**config.mk**
```make
export PLATFORM = sky130hd
export DESIGN_NAME = pcicfg_idcmd
export DESIGN_NICKNAME = d
export VERILOG_FILES = /design/src/rtl/pcicfg_pkg.sv /design/src/rtl/pcicfg_idload.sv /design/src/rtl/pcicfg_cmdreg.sv /design/src/rtl/pcicfg_rdport.sv /design/src/rtl/pcicfg_idcmd.sv
export SDC_FILE = /design/constraint.sdc
export NUM_CORES = 1
export LEC_CHECK = 0
export BUFFER_PORTS_ARGS = -buffer_cell sky130_fd_sc_hd__buf_2
export CELL_PAD_IN_SITES_DETAIL_PLACEMENT = 1
export CELL_PAD_IN_SITES_GLOBAL_PLACEMENT = 2
export CORE_ASPECT_RATIO = 1.25
export CORE_MARGIN = 1
export CORE_UTILIZATION = 32
export CTS_CLUSTER_SIZE = 40
export DETAILED_ROUTE_END_ITERATION = 16
export PLACE_DENSITY = 0.95
export SYNTH_ARGS = -nofsm -noshare
export SYNTH_HDL_FRONTEND = slang
export SYNTH_HIERARCHICAL = 1
export SYNTH_SLANG_ARGS = --single-unit
```
**constraint.sdc**
```tcl
create_clock -name clk -period 5.32 [get_ports clk]
set_clock_uncertainty 0.05 [all_clocks]
set_input_delay 0.266 -clock clk [delete_from_list [all_inputs] [get_ports clk]]
set_output_delay 0.266 -clock clk [all_outputs]
set_load 0.005 [all_outputs]
```
**src/rtl/pcicfg_pkg.sv**
```systemverilog
package pcicfg_pkg;

  typedef enum logic [1:0] {
    LD_START = 2'd0,
    LD_WAIT  = 2'd1,
    LD_DONE  = 2'd2
  } ld_state_e;

  // Command bit positions consumed by decode and master logic
  localparam int CMD_IO   = 0;
  localparam int CMD_MEM  = 1;
  localparam int CMD_BM   = 2;
  localparam int CMD_MWI  = 4;
  localparam int CMD_PERR = 6;
  localparam int CMD_SERR = 8;

  localparam logic [15:0] CMD_WMASK = 16'h0157;

  localparam logic [15:0] ID_BLANK  = 16'h0000;
  localparam logic [15:0] ID_ERASED = 16'hFFFF;

endpackage

```
**src/rtl/pcicfg_idload.sv**
```systemverilog
module pcicfg_idload
  import pcicfg_pkg::*;
#(
  parameter int          ADDR_W  = 8,
  parameter logic [7:0]  ID_ADDR = 8'h23,
  parameter logic [15:0] DFLT_ID = 16'h2449,
  parameter int          TIMEOUT = 1024
) (
  input  logic              clk,
  input  logic              rst,
  output logic              ee_req,
  output logic [ADDR_W-1:0] ee_addr,
  input  logic              ee_ack,
  input  logic [15:0]       ee_rdata,
  output logic [15:0]       dev_id,
  output logic              load_done
);

  localparam int CNT_W = $clog2(TIMEOUT + 1);
  localparam logic [CNT_W-1:0] CNT_LAST = CNT_W'(TIMEOUT - 1);

  ld_state_e        st_q;
  logic [CNT_W-1:0] wait_q;
  logic             word_ok;

  assign word_ok = (ee_rdata != ID_BLANK) && (ee_rdata != ID_ERASED);
  assign ee_addr = ADDR_W'(ID_ADDR);

  always_ff @(posedge clk) begin
    if (rst) begin
      st_q      <= LD_START;
      wait_q    <= '0;
      ee_req    <= 1'b0;
      load_done <= 1'b0;
      dev_id    <= DFLT_ID;
    end else begin
      case (st_q)
        LD_START: begin
          ee_req <= 1'b1;
          wait_q <= '0;
          st_q   <= LD_WAIT;
        end
        LD_WAIT: begin
          if (ee_ack) begin
            if (word_ok) dev_id <= ee_rdata;
            ee_req    <= 1'b0;
            load_done <= 1'b1;
            st_q      <= LD_DONE;
          end else if (wait_q == CNT_LAST) begin
            ee_req    <= 1'b0;
            load_done <= 1'b1;
            st_q      <= LD_DONE;
          end else begin
            wait_q <= wait_q + 1'b1;
          end
        end
        default: begin
          ee_req    <= 1'b0;
          load_done <= 1'b1;
        end
      endcase
    end
  end

endmodule

```
**src/rtl/pcicfg_cmdreg.sv**
```systemverilog
module pcicfg_cmdreg #(
  parameter int          WIDTH = 16,
  parameter logic [15:0] WMASK = 16'h0157
) (
  input  logic                   clk,
  input  logic                   rst,
  input  logic                   wr_en,
  input  logic [WIDTH/8-1:0]     be,
  input  logic [WIDTH-1:0]       wdata,
  output logic [WIDTH-1:0]       cmd
);

  for (genvar i = 0; i < WIDTH; i++) begin : g_bit
    if (WMASK[i]) begin : g_rw
      logic bit_q;
      always_ff @(posedge clk) begin
        if (rst)                  bit_q <= 1'b0;
        else if (wr_en && be[i/8]) bit_q <= wdata[i];
      end
      assign cmd[i] = bit_q;
    end else begin : g_zero
      assign cmd[i] = 1'b0;
    end
  end

endmodule

```
**src/rtl/pcicfg_rdport.sv**
```systemverilog
module pcicfg_rdport #(
  parameter int          DW_W = 6,
  parameter logic [15:0] VID  = 16'h8086
) (
  input  logic            clk,
  input  logic            rst,
  input  logic            rd_en,
  input  logic [DW_W-1:0] dw,
  input  logic [15:0]     dev_id,
  input  logic [15:0]     cmd,
  output logic [31:0]     rdata,
  output logic            rvalid
);

  logic [31:0] sel;

  always_comb begin
    case (dw)
      DW_W'(0): sel = {dev_id, VID};
      DW_W'(1): sel = {16'h0000, cmd};
      default:  sel = 32'h0;
    endcase
  end

  always_ff @(posedge clk) begin
    if (rst) begin
      rdata  <= 32'h0;
      rvalid <= 1'b0;
    end else begin
      rvalid <= rd_en;
      if (rd_en) rdata <= sel;
    end
  end

endmodule

```
**src/rtl/pcicfg_idcmd.sv**
```systemverilog
module pcicfg_idcmd
  import pcicfg_pkg::*;
#(
  parameter int          EE_ADDR_W  = 8,
  parameter logic [7:0]  ID_WORD    = 8'h23,
  parameter logic [15:0] VENDOR_ID  = 16'h8086,
  parameter logic [15:0] DEVICE_DFL = 16'h2449,
  parameter int          EE_TIMEOUT = 1024,
  parameter int          DW_W       = 6
) (
  input  logic                 clk,
  input  logic                 rst,
  output logic                 ee_req,
  output logic [EE_ADDR_W-1:0] ee_addr,
  input  logic                 ee_ack,
  input  logic [15:0]          ee_rdata,
  input  logic                 cfg_rd,
  input  logic                 cfg_wr,
  input  logic [DW_W-1:0]      cfg_dw,
  input  logic [3:0]           cfg_be,
  input  logic [31:0]          cfg_wdata,
  output logic                 cfg_ready,
  output logic [31:0]          cfg_rdata,
  output logic                 cfg_rvalid,
  output logic                 cmd_serr_en,
  output logic                 cmd_perr_resp,
  output logic                 cmd_mwi_en,
  output logic                 cmd_bm_en,
  output logic                 cmd_mem_en,
  output logic                 cmd_io_en
);

  localparam logic [DW_W-1:0] CMD_DW = DW_W'(1);

  logic [15:0] dev_id;
  logic [15:0] cmd;
  logic        load_done;
  logic        rd_go;
  logic        wr_go;
  logic        unused_upper;

  assign unused_upper = ^{cfg_wdata[31:16], cfg_be[3:2]};

  pcicfg_idload #(
    .ADDR_W  (EE_ADDR_W),
    .ID_ADDR (ID_WORD),
    .DFLT_ID (DEVICE_DFL),
    .TIMEOUT (EE_TIMEOUT)
  ) u_load (
    .clk       (clk),
    .rst       (rst),
    .ee_req    (ee_req),
    .ee_addr   (ee_addr),
    .ee_ack    (ee_ack),
    .ee_rdata  (ee_rdata),
    .dev_id    (dev_id),
    .load_done (load_done)
  );

  assign cfg_ready = load_done;
  assign rd_go     = cfg_rd && load_done;
  assign wr_go     = cfg_wr && load_done && (cfg_dw == CMD_DW);

  pcicfg_cmdreg #(
    .WIDTH (16),
    .WMASK (CMD_WMASK)
  ) u_cmd (
    .clk   (clk),
    .rst   (rst),
    .wr_en (wr_go),
    .be    (cfg_be[1:0]),
    .wdata (cfg_wdata[15:0]),
    .cmd   (cmd)
  );

  pcicfg_rdport #(
    .DW_W (DW_W),
    .VID  (VENDOR_ID)
  ) u_rd (
    .clk    (clk),
    .rst    (rst),
    .rd_en  (rd_go),
    .dw     (cfg_dw),
    .dev_id (dev_id),
    .cmd    (cmd),
    .rdata  (cfg_rdata),
    .rvalid (cfg_rvalid)
  );

  assign cmd_io_en     = cmd[CMD_IO];
  assign cmd_mem_en    = cmd[CMD_MEM];
  assign cmd_bm_en     = cmd[CMD_BM];
  assign cmd_mwi_en    = cmd[CMD_MWI];
  assign cmd_perr_resp = cmd[CMD_PERR];
  assign cmd_serr_en   = cmd[CMD_SERR];

endmodule

```
Word level (Yosys, flattened, before mapping)
Index checks and enable logic that the tools add are counted.
{"block": "op_classes", "reduce_logical": 14, "eq_ne": 7, "n_addsub": 1, "mux": 13, "bitwise_logic": 1}
{"operator": "$pmux W32 S2", "count": 1}
{"operator": "$mux W11", "count": 2}
{"operator": "$pmux W11 S2", "count": 1}
{"operator": "$ne A16 B16 Y1 const B", "count": 1}
{"operator": "$reduce_bool A16 Y1", "count": 1}
{"operator": "$add A11 B1 Y11 const B", "count": 1}
{"operator": "$eq A11 B10 Y1 const B", "count": 1}
{"operator": "$eq A6 B1 Y1 const B", "count": 1}
{"operator": "$logic_and A1 B1 Y1", "count": 6}
{"operator": "$logic_not A6 Y1", "count": 1}
{"operator": "$reduce_and A3 Y1", "count": 2}
{"operator": "$mux W1", "count": 4}
{"operator": "$mux W2", "count": 2}
{"operator": "$ne A2 B2 Y1 const B", "count": 2}
{"operator": "$pmux W1 S2", "count": 2}
{"operator": "$pmux W2 S2", "count": 1}
{"operator": "$reduce_and A2 Y1", "count": 2}
{"operator": "$ne A3 B2 Y1 const B", "count": 1}
{"operator": "$eq A2 B1 Y1 const B", "count": 1}
{"operator": "$logic_not A2 Y1", "count": 1}
{"operator": "$reduce_bool A2 Y1", "count": 1}
{"operator": "$not A1 Y1", "count": 1}
{"block": "word_totals", "elab_cells": 49, "output_inout_bits": 49, "register_bits": 70, "inputBits": 63}

Logic depth before layout (Yosys ltp)
Gate-level depths: netlist of run 1.
{"block": "logic_depth", "ltp_word": 4, "mapped_depth": 6, "depth_no_buf": 5}

By module
The synthesis of run 1 kept the hierarchy.
{"module": "pcicfg_idload", "cells_each": 179, "area_per_inst_um2": 1641.6, "n_inst": 1}
{"module": "pcicfg_rdport", "cells_each": 146, "area_per_inst_um2": 1340.0, "n_inst": 1}
{"module": "pcicfg_cmdreg", "cells_each": 43, "area_per_inst_um2": 386.6, "n_inst": 1}
{"module": "pcicfg_idcmd", "cells_each": 4, "area_per_inst_um2": 30.0, "n_inst": 1}

Least setup slack after synthesis of run 1
OpenSTA, ideal clock, no wires.
{"block": "synth_path", "path_kind": "reg-to-reg", "startpoint": "register u_load.wait_q[0]", "endpoint": "register u_load.wait_q[2]", "setup_time_ns": 0.058, "path_stages_with_launch": 6, "slack_ns": 3.563, "t_arrival_ns": 1.649, "path_buffers": 0, "required_ns": 5.212, "synth_period_minus_slack_ns": 1.757, "cell_sequence": "dfxtp_1 > ha_1 > nand4_2 > or4_4 > a21oi_4 > a211o_1"}
{"block": "synth_between", "elab_chain_len": 4, "elab_cells_between_ends": 7, "cone_classes": "add/sub (1); eq/ne (2); mux (3); reduce/logical (1)"}
{"item": "from (decl)", "line_no": "pcicfg_idload.sv:23", "text": "logic [CNT_W-1:0] wait_q;"}
{"item": "from (signal assigned)", "line_no": "pcicfg_idload.sv:54", "text": "wait_q <= wait_q + 1'b1;"}
{"item": "$add A11 B1 Y11", "line_no": "pcicfg_idload.sv:54"}
{"item": "$mux W11", "line_no": "pcicfg_idload.sv:49", "text": "end else if (wait_q == CNT_LAST) begin"}
{"item": "$mux W11", "line_no": "pcicfg_idload.sv:44", "text": "if (ee_ack) begin"}
{"item": "$pmux W11 S2", "line_no": "pcicfg_idload.sv:37", "text": "case (st_q)"}
Several ways; a longest one is shown, not always the timed one. The select of a mux whose other input is x is not followed.
A chain may end at the register's enable or synchronous reset.

Worst setup path in the final report of run 1
{"block": "layout_path", "startpoint": "register u_load.load_done", "endpoint": "register u_rd.rdata[15]"}
{"block": "layout_between", "elab_chain_len": 1}
{"item": "from (decl)", "line_no": "pcicfg_idload.sv:16", "text": "output logic load_done"}
{"item": "from (signal assigned)", "line_no": "pcicfg_idload.sv:34", "text": "load_done <= 1'b0;"}
{"item": "from (signal assigned)", "line_no": "pcicfg_idload.sv:47", "text": "load_done <= 1'b1;"}
{"item": "from (signal assigned)", "line_no": "pcicfg_idload.sv:51", "text": "load_done <= 1'b1;"}
{"item": "$logic_and A1 B1 Y1", "line_no": "pcicfg_idcmd.sv:61", "text": "assign rd_go = cfg_rd && load_done;"}
{"item": "net rd_go", "line_no": "pcicfg_idcmd.sv:38", "text": "logic rd_go;"}
{"item": "to (signal assigned)", "line_no": "pcicfg_rdport.sv:31", "text": "if (rd_en) rdata <= sel;"}
{"item": "to (decl)", "line_no": "pcicfg_rdport.sv:11", "text": "output logic [31:0] rdata,"}
The timed path passes the listed nets, and every way through them passes these cells.

==> out/qor.csv, run 1 <==
metric,value,unit
CP Data Arrival Time,2.38,ns
htree depth,3,
"flops & latches, synth",70,
Synth Area in Compound Gates,14.7,%
DIE AREA,11000,sq um
Crit Path Class,flop to flop,
Pins Over Slew Limit,0,
Post-Syn Instances,372,
reg2reg path depth,4,
global router's overall resource usage,16.1,%
Levels on crit path,4,
TritonCTS clock tree,yes,
GR peak layer,met2,
vias per cell,4.92,
Mapped Area,3400,sq um
fin crit period,2.22,ns
initial antenna violation count,0,
Post-Synth Simple-Gate Area,26.1,%
Multi-input gate area,1640,sq um
critical path buffer and inverter count,1,
CTS Hold Bufs,0,
Sequential Area,1400,sq um
vias post-DR,2768,
first-pass GRT wire length,13600,um
maxcap violations,0,
asr flop ratio synth,0,%
Clock Latency Late Sink,0.33,ns
die height,117,um
FF-to-FF Start,u_load/load_done,
XOR/XNOR share of the synthesized area,0.515,%
Routed WL,8350,um
Sw Share,23.7,%
Layout Nets,493,
largest family of logic cells by synthesized area,simple AND/OR/NAND/NOR gates,
Post-Synth Adder-Cell Area,0.368,%
status,finished clean,
Slowest cell on crit path,clkinv_1,
cell leakage power,1.56,nW
ys flop type,dfxtp_1,
maximum root-to-sink buffer count,2,
"commonest non-fill, non-tap cell in the layout",buf_2,
Critical Path Fanout Max,18,
leading area contributor after synthesis,dfxtp_1,
Min-Delay Path Class,primary input to flop,
IO buf count,75,
DRC Markers,0,
CP Cell Sequence,and2_1 > clkinv_1 > a32oi_1 > nor2_1,
first-pass detailed-route iteration total,4,
setup ws final,3.10,ns
max incr delay on CP,0.64,ns
Area Overhead vs Synth,16.6,%
Synth area leaders,"dfxtp_1 41%, nand2b_1 8.3%, buf_4 5.3%",
Yosys top cell area share,41.2,%
"CP delay by family, top",simple AND/OR/NAND/NOR gates,
RR Endpoint,u_rd/rdata[15],
vias in the first global route,2764,
Setup crit start kind,flop,
Synth Warn #,6,
Num CTS Buffers,9,
Max Fclk,450,MHz
per-cell routed wire length,14.8,um
Setup Viol. Count Final,0,
fraction of layout cells with a size suffix above 1,23.3,%
cell area after layout,3960,sq um
clock transition at the registers of the reported paths,0.06,ns
root buffer cell,clkbuf_16,
Ant. Diodes,0,
Core Region,10200,sq um
Rel. slew slack,38.7,%
ANT nets after route,0,
RSZ-0062 raised after global routing,no,
pre-CTS setup slack,3.08,ns
Overflow after GRT,0,
Post-synth EDFFs,0,
initial DRC count,93,
number of I/O pins,112,
Critical Path End,u_rd/rdata[15],
CTS sink count,70,
Fin Setup TNS,0,ns
met3 GRT Util,5.56,%
post-synthesis sequential area ratio,41.2,%
largest net degree at the start of global routing,80,
GRT met1 Usage,18.3,%
Detail Placement HPWL,5970,um
measured slew at the worst slew-check pin,0.919,ns
Worst VDD drop,134,uV
Avg Synthesized Cell Area,9.14,sq um
CP startpoint,u_load/load_done,
most frequent cells in the layout,"75 x buf_2, 70 x dfxtp_1, 45 x nand2b_1",
Final Hold Fails,0,
clock share of power,46.4,%
Internal Power,912,uW
Die W,94.2,um
Initial Utilization,33.3,%
Sw Pwr,283,uW
fillers,1220,
element type at the critical path end,flop,
period utilization,41.8,%
Post-CTS Setup Bufs,0,
RePlAce Congestion,0.780,
cell row count,41,
M2 GR Usage,27.8,%
sequential group share of total power,45.6,%
mux cell area share after synthesis,4.71,%
count of cells resized by post-cts repair,0,
Required @ worst endpoint,5.48,ns
Comb pwr share,8.0,%
reg2reg setup slack,3.10,ns
post-synth cell types,50,
DP Area,3680,sq um
Power Density,302,nW/um^2
[cell type report]
type                    instances  area share [%]
clock inverters                 3           0.474
clock buffers                  13            6.57
flip-flops and latches         70            35.4
repair buffers                 78            10.0
inverters                      21            1.99
multi-input cells             249            41.5
well taps                     129            4.07
[cells by family after synthesis]
group | Yosys count
flops | 70
mux | 16
fa+ha+maj | 1
buf+inv | 68
simple gates | 144
xor+xnor | 2
compound gates | 68
other cells | 3
[state kept, by name, indices dropped and copies added, names as in the netlist]
name / flops
u_load/dev_id: 16
u_rd/rvalid: 1
u_cmd/g_bit.g_rw.bit_q: 6
u_load/ee_req: 1
u_rd/rdata: 32
u_load/load_done: 1
u_load/wait_q: 11
u_load/st_q: 2
[how the worst min path moves through the flow]
stage                    from                   endpoint  slack, ns  cells after the start
2_1_floorplan             rst  u_cmd/g_bit[0].g_rw.bit_q       0.29                      1
5_1_grt          cfg_wdata[4]  u_cmd/g_bit[4].g_rw.bit_q       0.14                      3
3_3_place_gp   u_rd/rdata[13]             u_rd/rdata[13]       0.40                      2
3_5_place_dp    u_rd/rdata[9]              u_rd/rdata[9]       0.40                      2
4_1_cts          cfg_wdata[0]  u_cmd/g_bit[0].g_rw.bit_q       0.13                      3
6_report         cfg_wdata[8]  u_cmd/g_bit[8].g_rw.bit_q       0.14                      3
[worst reg2reg max path, stage by stage (launching register included)]
cell      delay [ns]
dfxtp_1         0.39
and2_1          0.62
clkinv_1        0.64
a32oi_1         0.35
nor2_1          0.06
[synth_stat cells (all sizes together), types with 3 or more instances]
library cell and instances:
nor2 19, inv 20, nand2b 45, a32oi 4
or4 4, o21ai 3, nand4 21, dfxtp 70
buf 34, nand2 19, mux2i 16, clkbuf 13
o32ai 19, a211oi 3, nor3 5, nand3 9
o2bb2ai 3, a21oi 26, conb 3, or3 4
nor4 5, a21bo 6
[per-layer routing]
metal / wire length (um) / vias to the layer above
li1: - / 1391
met1: 3580 / 1319
met2: 4240 / 46
met3: 379 / 12
met4: 148 / 0
met5: 0 / -
[power groups by stage]
stage | Sequential, mW | Combinational (mW) | Clock [mW]
global placement | 0.555 | 0.0929 | 0
detailed placement | 0.556 | 0.0954 | 0
floorplan | 0.552 | 0.0763 | 0
CTS | 0.544 | 0.0963 | 0.569
finish | 0.545 | 0.0958 | 0.555
global route | 0.545 | 0.107 | 0.597
[stage by stage]
stage	utilization, %	instances	hold slack [ns]	power (mW)
after global routing	38.8	563	0.139	1.25
after floorplan	-	387	0.285	0.628
after detailed placement	36.1	547	0.403	0.651
final	38.8	563	0.141	1.19
after CTS	38.8	563	0.132	1.21
after global placement	36.1	547	0.398	0.648
Note: power is estimated with default switching activity, not from simulation.
==> inputs of run 2 (changes only) <==
--- a/config.mk
+++ b/config.mk
@@ -5,15 +5,16 @@
 export SDC_FILE = /design/constraint.sdc
 export NUM_CORES = 1
 export LEC_CHECK = 0
+export ABC_AREA = 1
 export BUFFER_PORTS_ARGS = -buffer_cell sky130_fd_sc_hd__buf_2
 export CELL_PAD_IN_SITES_DETAIL_PLACEMENT = 1
 export CELL_PAD_IN_SITES_GLOBAL_PLACEMENT = 2
 export CORE_ASPECT_RATIO = 1.25
 export CORE_MARGIN = 1
-export CORE_UTILIZATION = 32
+export CORE_UTILIZATION = 25
 export CTS_CLUSTER_SIZE = 40
 export DETAILED_ROUTE_END_ITERATION = 16
-export PLACE_DENSITY = 0.95
+export PLACE_DENSITY = 0.87
 export SYNTH_ARGS = -nofsm -noshare
 export SYNTH_HDL_FRONTEND = slang
 export SYNTH_HIERARCHICAL = 1
==> constraint.sdc (replaced) <==
create_clock -name clk -period 2 [get_ports clk]
set_clock_uncertainty 0.05 [all_clocks]
set_input_delay 0.1 -clock clk [delete_from_list [all_inputs] [get_ports clk]]
set_output_delay 0.1 -clock clk [all_outputs]
set_load 0.005 [all_outputs]
==> run 2 against run 1 <==
  * Via count increased by 12%
  * Worst setup slack worse by 2.8 ns
  * Sequential power grew to 2.8 times the previous value
  * Cell area rose by 8.0%
  * Sequential cell count did not move
  * First-iteration DRC count fell by 7.5%
  * Die area increased by 31%
  * Register-to-register slack got worse by 2.8 ns
  * Synthesized cell count grew 26%
==> out/qor.csv, run 2 <==
metric,value,unit,change
Max Fclk,597,MHz,+33%
Hold Path Sink,u_load/dev_id[6],,
largest net degree at the start of global routing,47,,-41%
Min-Delay Path Depth,3,,unchanged
Post-Syn Instances,469,,+26%
Worst VDD drop,406,uV,+200%
Comb pwr share,13.3,%,+5.3 points
Avg Synthesized Cell Area,7.42,sq um,-19%
Detail Placement HPWL,6570,um,+10%
"flops & latches, synth",70,,unchanged
Regs by FF count,"u_rd/rdata x32, u_load/dev_id x16, u_load/wait_q x11",,
global router's overall resource usage,12.7,%,-3.4 points
Pins Over Slew Limit,0,,unchanged
Die W,108,um,+14%
maxcap violations,0,,unchanged
CTS Hold Bufs,6,,+6
Synth area leaders,"dfxtp_1 40%, nand2_1 9.4%, nor2_1 7.0%",,
Yosys top cell area share,40.2,%,-0.99 points
Critical Path Fanout Max,6,,-12
cell row count,47,,+15%
TritonCTS clock tree,yes,,
Setup Viol. Count Final,0,,unchanged
pre-CTS setup slack,0.333,ns,-2.75 ns
Overflow after GRT,0,,unchanged
Initial Utilization,26.0,%,-7.3 points
Area Overhead vs Synth,22.9,%,
htree depth,3,,unchanged
"Core Util, Final",31.9,%,-6.9 points
cell leakage power,2.02,nW,+29%
CP Cell Sequence,ha_1 > nand2_1 > nor2_4 > nand3_4 > nand3_4 > nor2_1 > nand3_1 > nand2_1,,
number of I/O pins,112,,unchanged
first-pass detailed-route iteration total,4,,unchanged
die height,134,um,+14%
CTS sink count,70,,unchanged
Core Region,13400,sq um,+31%
FF-to-FF Start,u_load/wait_q[0],,
root buffer cell,clkbuf_16,,
initial antenna violation count,0,,unchanged
RR Endpoint,u_load/wait_q[3],,
Sw Share,25.1,%,+1.5 points
measured slew at the worst slew-check pin,0.499,ns,-0.421 ns
vias per cell,4.32,,-12%
cell area after layout,4280,sq um,+8.0%
fin crit period,1.67,ns,-0.548 ns
PnR Total Power,3.80,mW,+220%
Layout Nets,603,,+22%
first-pass GRT wire length,14300,um,+4.9%
max reg flops,32,,unchanged
vias in the first global route,3024,,+9.4%
fraction of layout cells with a size suffix above 1,23.2,%,-0.11 points
ys flop type,dfxtp_1,,
leading area contributor after synthesis,dfxtp_1,,
count of cells resized by post-cts repair,0,,unchanged
maximum root-to-sink buffer count,2,,unchanged
asr flop ratio synth,0,%,unchanged
RSZ-0062 raised after global routing,no,,
status,finished clean,,
Ant. Diodes,0,,unchanged
DP Area,3880,sq um,+5.5%
reg2reg path depth,8,,+4
reg2reg setup slack,0.33,ns,-2.77 ns
Slowest cell on crit path,nor2_1,,
CP Data Arrival Time,1.89,ns,-0.49 ns
Largest Register,u_rd/rdata,,
Post-synth EDFFs,0,,unchanged
per-cell routed wire length,12.1,um,-18%
Mapped Area,3480,sq um,+2.5%
hold_sp,ee_rdata[6],,
Power Density,888,nW/um^2,+190%
Clock Latency Late Sink,0.33,ns,about the same
Fin Setup TNS,0,ns,unchanged
period utilization,83.7,%,+42 points
ANT nets after route,0,,unchanged
max incr delay on CP,0.37,ns,-0.27 ns
top-count cell post-synth,nand2_1,,
Final Hold Fails,0,,unchanged
Synth Warn #,6,,unchanged
Setup crit start kind,flop,,
post-synth cell types,30,,-40%
CP startpoint,u_load/wait_q[0],,
setup ws final,0.326,ns,-2.77 ns
DRC Markers,0,,unchanged
clock transition at the registers of the reported paths,0.06,ns,about the same
element type at the critical path end,flop,,
synth cell count leaders,"87 x nand2_1, 70 x dfxtp_1, 65 x nor2_1",,
Routed WL,8660,um,+3.8%
DIE AREA,14400,sq um,+31%
"commonest non-fill, non-tap cell in the layout",nand2_1,,
vias post-DR,3090,,+12%
Rel. slew slack,66.5,%,+28 points
post-synthesis sequential area ratio,40.2,%,-0.99 points
Required @ worst endpoint,2.22,ns,-3.26 ns
Min-Delay Path Class,primary input to flop,,
RePlAce Congestion,0.770,,-1.4%
Sw Pwr,955,uW,+240%
Num CTS Buffers,9,,unchanged
initial DRC count,86,,-7.5%
Internal Power,2.84,mW,+210%
IO buf count,75,,unchanged
sequential group share of total power,40.5,%,-5.1 points
clock share of power,46.2,%,-0.2 points
Post-CTS Setup Bufs,0,,unchanged
most frequent cells in the layout,"87 x nand2_1, 75 x buf_2, 70 x dfxtp_1",,
Crit Path Class,flop to flop,,
[run 2: cell count changes in the layout (fill, tap and decap cells not counted), sizes merged, moves of 9 or more]
cell,before,now
inv,20,66
o32ai,19,0
a21oi,26,17
nand2b,45,0
nor2,19,84
o21ai,3,19
nand3,9,20
nand2,19,93
nand4,21,34
[run 2: metal layers]
layer	part of all wire (%)	GRT usage (%)	routed length (um)
met1	43	14.0	3740
met4	1.8	5.71	153
met2	51	22.4	4430
met3	4.0	3.40	345
met5	0	0	0
[run 2: worst max-delay path by stage]
stage | endpoint | cells after the start
floorplan | u_load/wait_q[3] | 8
global placement | u_load/wait_q[3] | 8
detailed placement | u_load/wait_q[3] | 8
CTS | u_load/wait_q[3] | 8
global route | u_load/wait_q[3] | 8
finish | u_load/wait_q[3] | 8
[run 2: cell type report]
cell class,count,area [sq um]
Fill cell,1669,9130
Tap cell,171,214
Clock buffer,11,253
Sequential cell,70,1400
Timing Repair Buffer,84,470
Inverter,68,255
Clock inverter,5,81.3
Multi-Input combinational cell,306,1600
[run 2: kinds of logic after synthesis]
logic type	count (synthesis)	synth area share, %
AOI/OAI and AO/OA	38	5.61
DFF	70	40.2
adders and majority gates	1	0.359
buffers and inverters	108	15.3
other	3	0.323
muxes	16	4.60
xor gates and xnor gates	1	0.252
and+or+nand+nor	232	33.3
[run 2: metrics by stage]
stage / hold slack (ns) / std cells
CTS: 0.0198 / 715
detailed placement: 0.283 / 693
global placement: 0.275 / 693
finish: 0.0291 / 715
floorplan: 0.122 / 484
global route: 0.0519 / 715
[run 2: power by group through the flow]
stage / clock network, mW / logic, mW / registers, mW
2_1_floorplan: 0 / 0.358 / 1.56
3_3_place_gp: 0 / 0.484 / 1.57
3_5_place_dp: 0 / 0.501 / 1.57
4_1_cts: 1.80 / 0.514 / 1.54
5_1_grt: 1.86 / 0.573 / 1.55
6_report: 1.76 / 0.505 / 1.54
[run 2: worst max-delay path, delay by kind of cell, from the launching register on]
family,cells,cell delay [ns]
adders and majority gates,1,0.23
DFF,1,0.33
and+or+nand+nor,7,1.01
==> inputs of run 3 (changes only) <==
--- a/config.mk
+++ b/config.mk
@@ -11,10 +11,10 @@
 export CELL_PAD_IN_SITES_GLOBAL_PLACEMENT = 2
 export CORE_ASPECT_RATIO = 1.25
 export CORE_MARGIN = 1
-export CORE_UTILIZATION = 25
+export CORE_UTILIZATION = 28
 export CTS_CLUSTER_SIZE = 40
 export DETAILED_ROUTE_END_ITERATION = 16
-export PLACE_DENSITY = 0.87
+export PLACE_DENSITY = 0.92
 export SYNTH_ARGS = -nofsm -noshare
 export SYNTH_HDL_FRONTEND = slang
 export SYNTH_HIERARCHICAL = 1
==> constraint.sdc (replaced) <==
create_clock -name clk -period 1.6 [get_ports clk]
set_clock_uncertainty 0.05 [all_clocks]
set_input_delay 0.08 -clock clk [delete_from_list [all_inputs] [get_ports clk]]
set_output_delay 0.08 -clock clk [all_outputs]
set_load 0.005 [all_outputs]
==> run 3 against run 2 <==
  * Fmax is 14% higher
  * Combinational power is 30% higher
  * Clock power is 7% higher
  * Wire length is 1.7% higher
  * Via count is 0.13% higher
  * Sequential cell count stayed put
  * First-iteration DRC count is 12% lower
  * Global-route usage is 1.7 points higher
  * Die area is 11% lower
  * Register-to-register slack worse by 0.20 ns
  * Sequential power is 25% higher
  * Power is 18% higher
  * Critical path type unchanged
==> out/qor.csv, run 3 (synthesis results as in run 2) <==
metric,value,unit,change
element type at the critical path end,flop,,
Setup Viol. Count Final,0,,unchanged
TritonCTS clock tree,yes,,
ANT nets after route,0,,unchanged
root buffer cell,clkbuf_16,,
Power Density,1030,nW/um^2,+16%
largest net degree at the start of global routing,47,,unchanged
maximum root-to-sink buffer count,2,,unchanged
"commonest non-fill, non-tap cell in the layout",nand2_1,,
maxcap violations,0,,unchanged
pre-CTS setup slack,0.107,ns,-0.226 ns
hold_sp,ee_rdata[10],,
IO buf count,75,,unchanged
Min-Delay Path Class,primary input to flop,,
max incr delay on CP,0.35,ns,-0.02 ns
initial DRC count,76,,-12%
Min-Delay Path Depth,3,,unchanged
Layout Nets,615,,+2.0%
setup ws final,0.128,ns,-0.198 ns
Pins Over Slew Limit,0,,unchanged
RePlAce Congestion,0.790,,+2.6%
CP Cell Sequence,ha_2 > nand2_1 > nor2_4 > nand3_4 > nand3_4 > nand2_4 > nor2_8 > nand2_1 > nand2_1,,
most frequent cells in the layout,"87 x nand2_1, 75 x buf_2, 70 x dfxtp_1",,
Fin Setup TNS,0,ns,unchanged
reg2reg setup slack,0.13,ns,-0.20 ns
final hold slack,0.0139,ns,-0.0152 ns
CP Data Arrival Time,1.70,ns,-0.19 ns
RSZ-0062 raised after global routing,no,,
period utilization,92.0,%,+8.3 points
Die W,102,um,-5.4%
Max Fclk,679,MHz,+14%
die height,127,um,-5.4%
DRC Markers,0,,unchanged
Sequential Area,1400,sq um,unchanged
reg2reg path depth,9,,+1
Regs by FF count,"u_rd/rdata x32, u_load/dev_id x16, u_load/wait_q x11",,
Required @ worst endpoint,1.83,ns,-0.39 ns
CTS sink count,70,,unchanged
vias post-DR,3094,,+0.13%
cell leakage power,2.06,nW,+2.4%
"Top cell by count, worst path",nand2_1,,
Core Region,12200,sq um,-9.3%
first-pass GRT wire length,14500,um,+1.7%
vias per cell,4.30,,-0.57%
FF-to-FF Start,u_load/wait_q[1],,
critical path buffer and inverter count,0,,unchanged
htree depth,3,,unchanged
Setup crit start kind,flop,,
Area Overhead vs Synth,24.4,%,
initial antenna violation count,0,,unchanged
DIE AREA,12900,sq um,-11%
Slowest cell on crit path,dfxtp_1,,
number of I/O pins,112,,unchanged
cell row count,45,,-4.3%
PnR Total Power,4.47,mW,+18%
Overflow after GRT,0,,unchanged
fraction of layout cells with a size suffix above 1,24.6,%,+1.5 points
Multi-input gate area,1620,sq um,+1.2%
Routed WL,8810,um,+1.7%
first-pass detailed-route iteration total,4,,unchanged
clock transition at the registers of the reported paths,0.05,ns,about the same
fin crit period,1.47,ns,-0.202 ns
Final Hold Fails,0,,unchanged
Num CTS Buffers,9,,unchanged
"CP delay by family, top",simple AND/OR/NAND/NOR gates,,
Post-Layout Cell Count,720,,+0.70%
Detail Placement HPWL,6560,um,-0.14%
RR Endpoint,u_load/wait_q[3],,
Hold Path Sink,u_load/dev_id[10],,
Worst VDD drop,437,uV,+7.7%
status,finished clean,,
Largest Register,u_rd/rdata,,
fillers,1546,,-7.4%
max reg flops,32,,unchanged
Clock Latency Late Sink,0.33,ns,about the same
vias in the first global route,3154,,+4.3%
Initial Utilization,28.6,%,+2.7 points
Crit Path Class,flop to flop,,
Critical Path Fanout Max,9,,+3
global router's overall resource usage,14.4,%,+1.7 points
placed insts,695,,+0.29%
Ant. Diodes,0,,unchanged
per-cell routed wire length,12.2,um,+1.0%
run 3: layer usage:
layer  vias up  GRT usage, %  routed length (um)
met1      1408          15.4                3680
li1       1611             -                   -
met3        16          2.98                 353
met4         0          6.99                 231
met2        59          26.5                4550
met5         -             0                   0
run 3: worst reg2reg max path, stage by stage (launching register included):
cell     delay [ns]
dfxtp_1        0.35
ha_2           0.20
nand2_1        0.10
nor2_4         0.12
nand3_4        0.09
nand3_4        0.09
nand2_4        0.10
nor2_8         0.17
nand2_1        0.08
nand2_1        0.06
run 3: worst max-delay path by stage:
stage,start,endpoint,slack (ns),cells past startpoint
2_1_floorplan,u_load/wait_q[0],u_load/wait_q[3],0.21,8
6_report,u_load/wait_q[1],u_load/wait_q[3],0.13,9
3_3_place_gp,u_load/wait_q[1],u_load/wait_q[1],0.17,9
5_1_grt,u_load/wait_q[1],u_load/wait_q[9],0.007,9
4_1_cts,ee_rdata[6],u_load/dev_id[4],0.09,11
3_5_place_dp,u_load/wait_q[1],u_load/wait_q[7],0.11,9
run 3: cell type report:
| class | instances | share of cell area, % |
|---|---|---|
| Clock buffer | 13 | 6.24 |
| Tap cell | 164 | 4.74 |
| Inverter | 68 | 5.89 |
| Timing Repair Buffer | 95 | 12.9 |
| Sequential cell | 70 | 32.4 |
| Multi-Input combinational cell | 307 | 37.5 |
| Clock inverter | 3 | 0.404 |
run 3: repair_timing:
item | in CTS | in global routing
endpoints found under the setup margin | 0 | 17
gates resized for setup | 0 | 3
hold buffers | 8 | 0
buffers inserted | 0 | 0
endpoints found under the hold margin | 8 | 0
run 3: stage by stage:
step,cell area (sq um),utilization (%)
6_report,4330,35.6
4_1_cts,4310,35.5
3_5_place_dp,3940,32.4
2_1_floorplan,3540,-
5_1_grt,4330,35.6
3_3_place_gp,3940,32.4
run 3: power by group:
part | internal, mW | total (mW) | switching (mW)
combinational | 0.264 | 0.656 | 0.392
clock | 1.17 | 1.89 | 0.722
sequential | 1.86 | 1.92 | 0.0618
total | 3.30 | 4.47 | 1.18
